==> config.mk <==
export PLATFORM = sky130hd
export DESIGN_NAME = dbg_step_ctrl
export DESIGN_NICKNAME = d
export VERILOG_FILES = /design/src/rtl/dbg_step_pkg.sv /design/src/rtl/dbg_ctrl_reg.sv /design/src/rtl/dbg_pc_unit.sv /design/src/rtl/dbg_chan_unit.sv /design/src/rtl/dbg_step_ctrl.sv
export SDC_FILE = /design/constraint.sdc
export NUM_CORES = 1
export LEC_CHECK = 0
export ABC_AREA = 1
export BUFFER_PORTS_ARGS = -buffer_cell sky130_fd_sc_hd__buf_2
export CAP_MARGIN = 0
export CORE_MARGIN = 3
export CORE_UTILIZATION = 48
export CTS_BUF_LIST = sky130_fd_sc_hd__clkbuf_16
export DETAILED_ROUTE_END_ITERATION = 8
export GPL_ROUTABILITY_DRIVEN = 0
export PLACE_DENSITY = 0.8
export SLEW_MARGIN = 15
export SYNTH_ARGS = -nofsm -noshare
export SYNTH_HDL_FRONTEND = slang
export SYNTH_SLANG_ARGS = --single-unit
==> constraint.sdc <==
create_clock -name clk -period 2.1 [get_ports clk]
set_clock_uncertainty 0.1 [all_clocks]
set_input_delay 0.315 -clock clk [delete_from_list [all_inputs] [get_ports clk]]
set_output_delay 0.315 -clock clk [all_outputs]
set_load 0.01 [all_outputs]
==> src/rtl/dbg_step_pkg.sv <==
package dbg_step_pkg;
  localparam int HOST_DW  = 16;
  localparam int BIT_DBG  = 0;
  localparam int BIT_STEP = 1;
  localparam int BIT_BIE  = 2;
  localparam int MASK_OFS = 8;

  typedef enum logic [1:0] {
    SEL_CTRL = 2'd0,
    SEL_CHAN = 2'd1,
    SEL_PC   = 2'd2,
    SEL_NONE = 2'd3
  } host_sel_e;
endpackage

==> src/rtl/dbg_ctrl_reg.sv <==
module dbg_ctrl_reg
  import dbg_step_pkg::*;
(
  input  logic               clk,
  input  logic               rst_n,
  input  logic               wr_en,
  input  logic [HOST_DW-1:0] wdata,
  input  logic               brk_ev,
  input  logic               retire_ev,
  output logic               dbg_q,
  output logic               step_q,
  output logic               bie_q
);
  // a bit is writable only when its mask travels in the same write
  function automatic logic masked(input logic [HOST_DW-1:0] d, input int bitpos);
    return d[MASK_OFS + bitpos];
  endfunction

  always_ff @(posedge clk) begin
    if (!rst_n) begin
      dbg_q  <= 1'b0;
      step_q <= 1'b0;
      bie_q  <= 1'b0;
    end else begin
      if (brk_ev)
        dbg_q <= 1'b1;
      else if (wr_en && masked(wdata, BIT_DBG))
        dbg_q <= wdata[BIT_DBG];

      if (retire_ev)
        step_q <= 1'b0;
      else if (wr_en && masked(wdata, BIT_STEP) && dbg_q)
        step_q <= wdata[BIT_STEP];

      if (wr_en && masked(wdata, BIT_BIE))
        bie_q <= wdata[BIT_BIE];
    end
  end
endmodule

==> src/rtl/dbg_pc_unit.sv <==
module dbg_pc_unit #(
  parameter int PC_W = 16
) (
  input  logic            clk,
  input  logic            rst_n,
  input  logic            wr_en,
  input  logic [PC_W-1:0] wdata,
  input  logic            retire_ev,
  input  logic            is_brk,
  input  logic            is_taken,
  input  logic [PC_W-1:0] target,
  output logic [PC_W-1:0] pc_q
);
  localparam logic [PC_W-1:0] INSN_BYTES = PC_W'(2);

  function automatic logic [PC_W-1:0] step_pc(
    input logic [PC_W-1:0] pc, input logic brk,
    input logic taken, input logic [PC_W-1:0] tgt);
    if (brk)        return pc;
    else if (taken) return tgt;
    else            return pc + INSN_BYTES;
  endfunction

  always_ff @(posedge clk) begin
    if (!rst_n)         pc_q <= '0;
    else if (wr_en)     pc_q <= wdata;
    else if (retire_ev) pc_q <= step_pc(pc_q, is_brk, is_taken, target);
  end
endmodule

==> src/rtl/dbg_chan_unit.sv <==
module dbg_chan_unit #(
  parameter int CH_W = 7
) (
  input  logic            clk,
  input  logic            rst_n,
  input  logic            halted,
  input  logic            req,
  input  logic [CH_W-1:0] req_id,
  input  logic            wr_en,
  input  logic [CH_W-1:0] wdata,
  output logic [CH_W-1:0] chan_q
);
  always_ff @(posedge clk) begin
    if (!rst_n)             chan_q <= '0;
    else if (wr_en)         chan_q <= wdata;
    else if (req && !halted) chan_q <= req_id;
  end
endmodule

==> src/rtl/dbg_step_ctrl.sv <==
module dbg_step_ctrl
  import dbg_step_pkg::*;
#(
  parameter int PC_W = 16,
  parameter int CH_W = 7
) (
  input  logic               clk,
  input  logic               rst_n,
  input  logic               host_wr,
  input  logic [1:0]         host_sel,
  input  logic [HOST_DW-1:0] host_wdata,
  output logic [HOST_DW-1:0] host_rdata,
  input  logic               ins_valid,
  input  logic               ins_brk,
  input  logic               ins_taken,
  input  logic [PC_W-1:0]    ins_target,
  output logic               core_advance,
  input  logic               chan_req,
  input  logic [CH_W-1:0]    chan_req_id,
  output logic [CH_W-1:0]    chan_id,
  output logic [PC_W-1:0]    pc_out,
  output logic               dbg_active,
  output logic               brk_irq
);
  host_sel_e sel;
  logic dbg_q, step_q, bie_q;
  logic retire_ev, brk_ev, ctrl_wr_ev, chan_wr_ev, pc_wr_ev;
  logic irq_q;

  assign sel          = host_sel_e'(host_sel);
  assign core_advance = !dbg_q || step_q;
  assign retire_ev    = ins_valid && core_advance;
  assign brk_ev       = retire_ev && ins_brk;
  assign ctrl_wr_ev   = host_wr && (sel == SEL_CTRL);
  assign chan_wr_ev   = host_wr && (sel == SEL_CHAN) && dbg_q;
  assign pc_wr_ev     = host_wr && (sel == SEL_PC) && dbg_q;

  dbg_ctrl_reg u_ctrl (
    .clk(clk), .rst_n(rst_n), .wr_en(ctrl_wr_ev), .wdata(host_wdata),
    .brk_ev(brk_ev), .retire_ev(retire_ev),
    .dbg_q(dbg_q), .step_q(step_q), .bie_q(bie_q)
  );

  dbg_pc_unit #(.PC_W(PC_W)) u_pc (
    .clk(clk), .rst_n(rst_n), .wr_en(pc_wr_ev), .wdata(host_wdata[PC_W-1:0]),
    .retire_ev(retire_ev), .is_brk(ins_brk), .is_taken(ins_taken),
    .target(ins_target), .pc_q(pc_out)
  );

  dbg_chan_unit #(.CH_W(CH_W)) u_chan (
    .clk(clk), .rst_n(rst_n), .halted(dbg_q), .req(chan_req),
    .req_id(chan_req_id), .wr_en(chan_wr_ev), .wdata(host_wdata[CH_W-1:0]),
    .chan_q(chan_id)
  );

  always_ff @(posedge clk) begin
    if (!rst_n) irq_q <= 1'b0;
    else        irq_q <= brk_ev && bie_q;
  end

  assign brk_irq    = irq_q;
  assign dbg_active = dbg_q;

  always_comb begin
    host_rdata = '0;
    unique case (sel)
      SEL_CTRL: begin
        host_rdata[BIT_DBG]  = dbg_q;
        host_rdata[BIT_STEP] = step_q;
        host_rdata[BIT_BIE]  = bie_q;
      end
      SEL_CHAN: host_rdata[CH_W-1:0] = chan_id;
      SEL_PC:   host_rdata[PC_W-1:0] = pc_out;
      default:  host_rdata = '0;
    endcase
  end
endmodule

==> impl_metrics.json <==
{
  "fin_crit_sh_pct": 81.4,
  "syn_inst": 360,
  "cp-startpoint": "u_pc.pc_q[2]",
  "dp.cells": 490,
  "io_buffers": 89,
  "grt_use_total_pct": 23.7,
  "chipWidth_um": 72.4,
  "setup_viol": 0,
  "p_clk_share_pct": 33.2,
  "critPathRequiredTime_ps": 2200,
  "clockRootBuffer": "clkbuf_16",
  "grt_max_degree": 31,
  "clockBufferDepth": 2,
  "num-fill-cells": 387,
  "cts_htree_levels": 1,
  "fin_ws_ps": 390,
  "cp_max_fo": 6,
  "final_hold_viol_count": 0,
  "r2r_start": "u_pc.pc_q[2]",
  "area_growth_pct": 26.3,
  "critical_path.max_stage_delay_ps": 440,
  "yosysSeqAreaShare_pct": 25.5,
  "numClockSinks": 27,
  "rr_endpoint": "u_pc.pc_q[11]",
  "drv_cap": 0,
  "p_int_mw": 0.918,
  "initial_core_util_pct": 51.4,
  "path_common_cell": "nand2_1",
  "dp_hpwl_mm": 4.68,
  "status": "finished, final reports clean",
  "slowest_stage": "dfxtp_1",
  "critPathLaunchType": "register",
  "drtIter0Drc": 168,
  "worstHoldStart": "host_wdata[5]",
  "cts_resized": 0,
  "vias_per_cell": 5.13,
  "cts_buffers": 3,
  "crit_type": "reg -> reg",
  "firstDrtPassIters": 6,
  "grt_pass1_wl_mm": 10.2,
  "clock.fmax_ghz": 0.585,
  "nets": 498,
  "cts.clk_slew.worst_paths_ps": 70,
  "p_switching_mw": 0.391,
  "slew_headroom_pct": 65.8,
  "rrSetupSlack_ps": 390,
  "seqPwrFrac_pct": 43.7,
  "hold_class": "in -> reg",
  "grt_pass1_vias": 2230,
  "synth_nets": 413,
  "die_height_um": 72.4,
  "totalNegativeSetupSlack_ps": 0,
  "arrival_ps": 1810,
  "p_leak_nw": 1.52,
  "holdPathStages": 3,
  "yosysUniqueCellTypes": 27,
  "path_cells": "ha_1 -> nand2_1 -> nor2_2 -> nand2_1 -> o21bai_1 -> nand3_1 -> nand2_1 -> nand2_1 -> a21oi_2",
  "worst_pin_slew_ps": 512,
  "clk_latency_ps": 260,
  "synth.ff_latch_count": 27,
  "post-place-ws_ps": 271,
  "coreArea_mm2": 0.00412,
  "ir_drop_v": 0.000393,
  "p_per_area_mw_per_mm2": 490,
  "antennaDiodeCount": 0,
  "p_comb_share_pct": 23.2,
  "r2r_cells": 9,
  "slew_viol_final": 0,
  "drive_gt1_share_pct": 27.7,
  "ctsHoldBuffers": 0,
  "grt_overflow": 0,
  "io_pins": 90,
  "synth_warnings": 0,
  "placementRows": 23,
  "fin_cells": 494,
  "min_period_ps": 1710,
  "vias": 2535,
  "end_kind": "register",
  "rsz0062_at_grt": "false",
  "syn_area_per_cell_um2": 5.88,
  "routed_wirelength_mm": 6.09,
  "routedWlPerCell_um": 12.3,
  "netlist_area_mm2": 0.00212,
  "worstHoldEndpoint": "u_chan.chan_q[5]",
  "dieArea_mm2": 0.00524,
  "ant_nets": 0,
  "cts_tree": "done",
  "p_sw_share_pct": 29.9,
  "drcViolationCount": 0,
  "antenna_found_initial": 0,
  "cts_setup_buffers": 0
}
==> routing by layer <==
layer,share of wire (%),global-route usage (%)
met3,7.5,3.19
met1,44,32.2
met4,1.2,3.89
met5,0,0
met2,48,40.5
==> per-stage QoR <==
stage	cell area, um2	hold WS, ps	util, %	total power, mW
2_1_floorplan	2120	337	-	0.758
3_3_place_gp	2590	373	63.0	0.877
3_5_place_dp	2590	375	63.0	0.883
4_1_cts	2670	214	64.9	1.31
5_1_grt	2670	224	64.9	1.38
6_report	2670	211	64.9	1.31
==> registers in the layout (all words and copies together), names as in the netlist <==
name / flops
u_pc.pc_q: 16
u_ctrl.dbg_q: 1
brk_irq: 1
u_ctrl.bie_q: 1
u_ctrl.step_q: 1
u_chan.chan_q: 7
==> worst max-delay path: cells and delay by family (launching register included) <==
kind | cells | cell delay, ps
and+or+nand+nor | 6 | 610
adders and majority gates | 1 | 240
AOI/OAI and AO/OA | 2 | 260
DFF | 1 | 440
==> cell usage after synthesis, drive strengths merged <==
cell type / number / area [um2]
nand3: 30 / 150
nor3: 1 / 5.00
nand2: 132 / 505
xnor2: 1 / 8.76
inv: 51 / 191
o21bai: 2 / 15.0
a21boi: 1 / 11.3
a2111oi: 1 / 8.76
o211ai: 9 / 67.6
buf: 11 / 61.3
clkinv: 1 / 3.75
nand4: 9 / 56.3
ha: 5 / 62.6
clkbuf: 4 / 15.0
dfxtp: 27 / 541
a21oi: 17 / 111
a31o: 1 / 8.76
nor2: 36 / 168
a31oi: 4 / 25.0
o21ai: 13 / 65.1
xor2: 4 / 35.0
==> cells in the final DEF, fill, tap and decap left out, drive strengths merged <==
| cell type | count |
|---|---|
| o21ai | 13 |
| nand2 | 132 |
| dfxtp | 27 |
| clkbuf | 3 |
| o21bai | 2 |
| a31oi | 4 |
| a31o | 1 |
| xor2 | 4 |
| a21oi | 17 |
| nor3 | 1 |
| nor2 | 36 |
| buf | 95 |
| clkinv | 1 |
| inv | 52 |
| xnor2 | 1 |
| nand4 | 9 |
| nand3 | 30 |
| ha | 5 |
| a2111oi | 1 |
| o211ai | 9 |
| a21boi | 1 |
==> kinds of logic after synthesis <==
family                     Yosys count  synth area share (%)
and+or+nand+nor                    208                  41.8
AOI/OAI and AO/OA                   48                  14.8
adders and majority gates            5                  2.96
xor gates and xnor gates             5                  2.07
DFF                                 27                  25.5
buffers and inverters               67                  12.8
==> power groups by stage <==
stage | Sequential, mW | Clock, mW | Combinational, mW
detailed placement | 0.582 | 0 | 0.301
global route | 0.576 | 0.461 | 0.340
global placement | 0.582 | 0 | 0.295
CTS | 0.571 | 0.439 | 0.303
floorplan | 0.589 | 0 | 0.169
finish | 0.572 | 0.434 | 0.303
==> layout make-up <==
type                       instances  area (um2)  share of cell area (%)
clock inverter                     1        3.75                   0.141
inverter                          52         195                    7.31
tap                               50        62.6                    2.34
timing repair buffer              95         490                    18.4
sequential                        27         541                    20.2
multi-input combinational        266        1300                    48.8
clock buffer                       3        75.1                    2.81
==> worst max-delay path by stage <==
| stage | endpoint | slack, ps | cells after the start |
|---|---|---|---|
| CTS | host_rdata[0] | 410 | 9 |
| finish | u_pc.pc_q[11] | 390 | 9 |
| floorplan | host_rdata[3] | 460 | 6 |
| global route | u_pc.pc_q[11] | 250 | 9 |
| detailed placement | u_chan.chan_q[1] | 270 | 6 |
| global placement | u_chan.chan_q[2] | 320 | 6 |
Power figures use the tool's default switching activity.
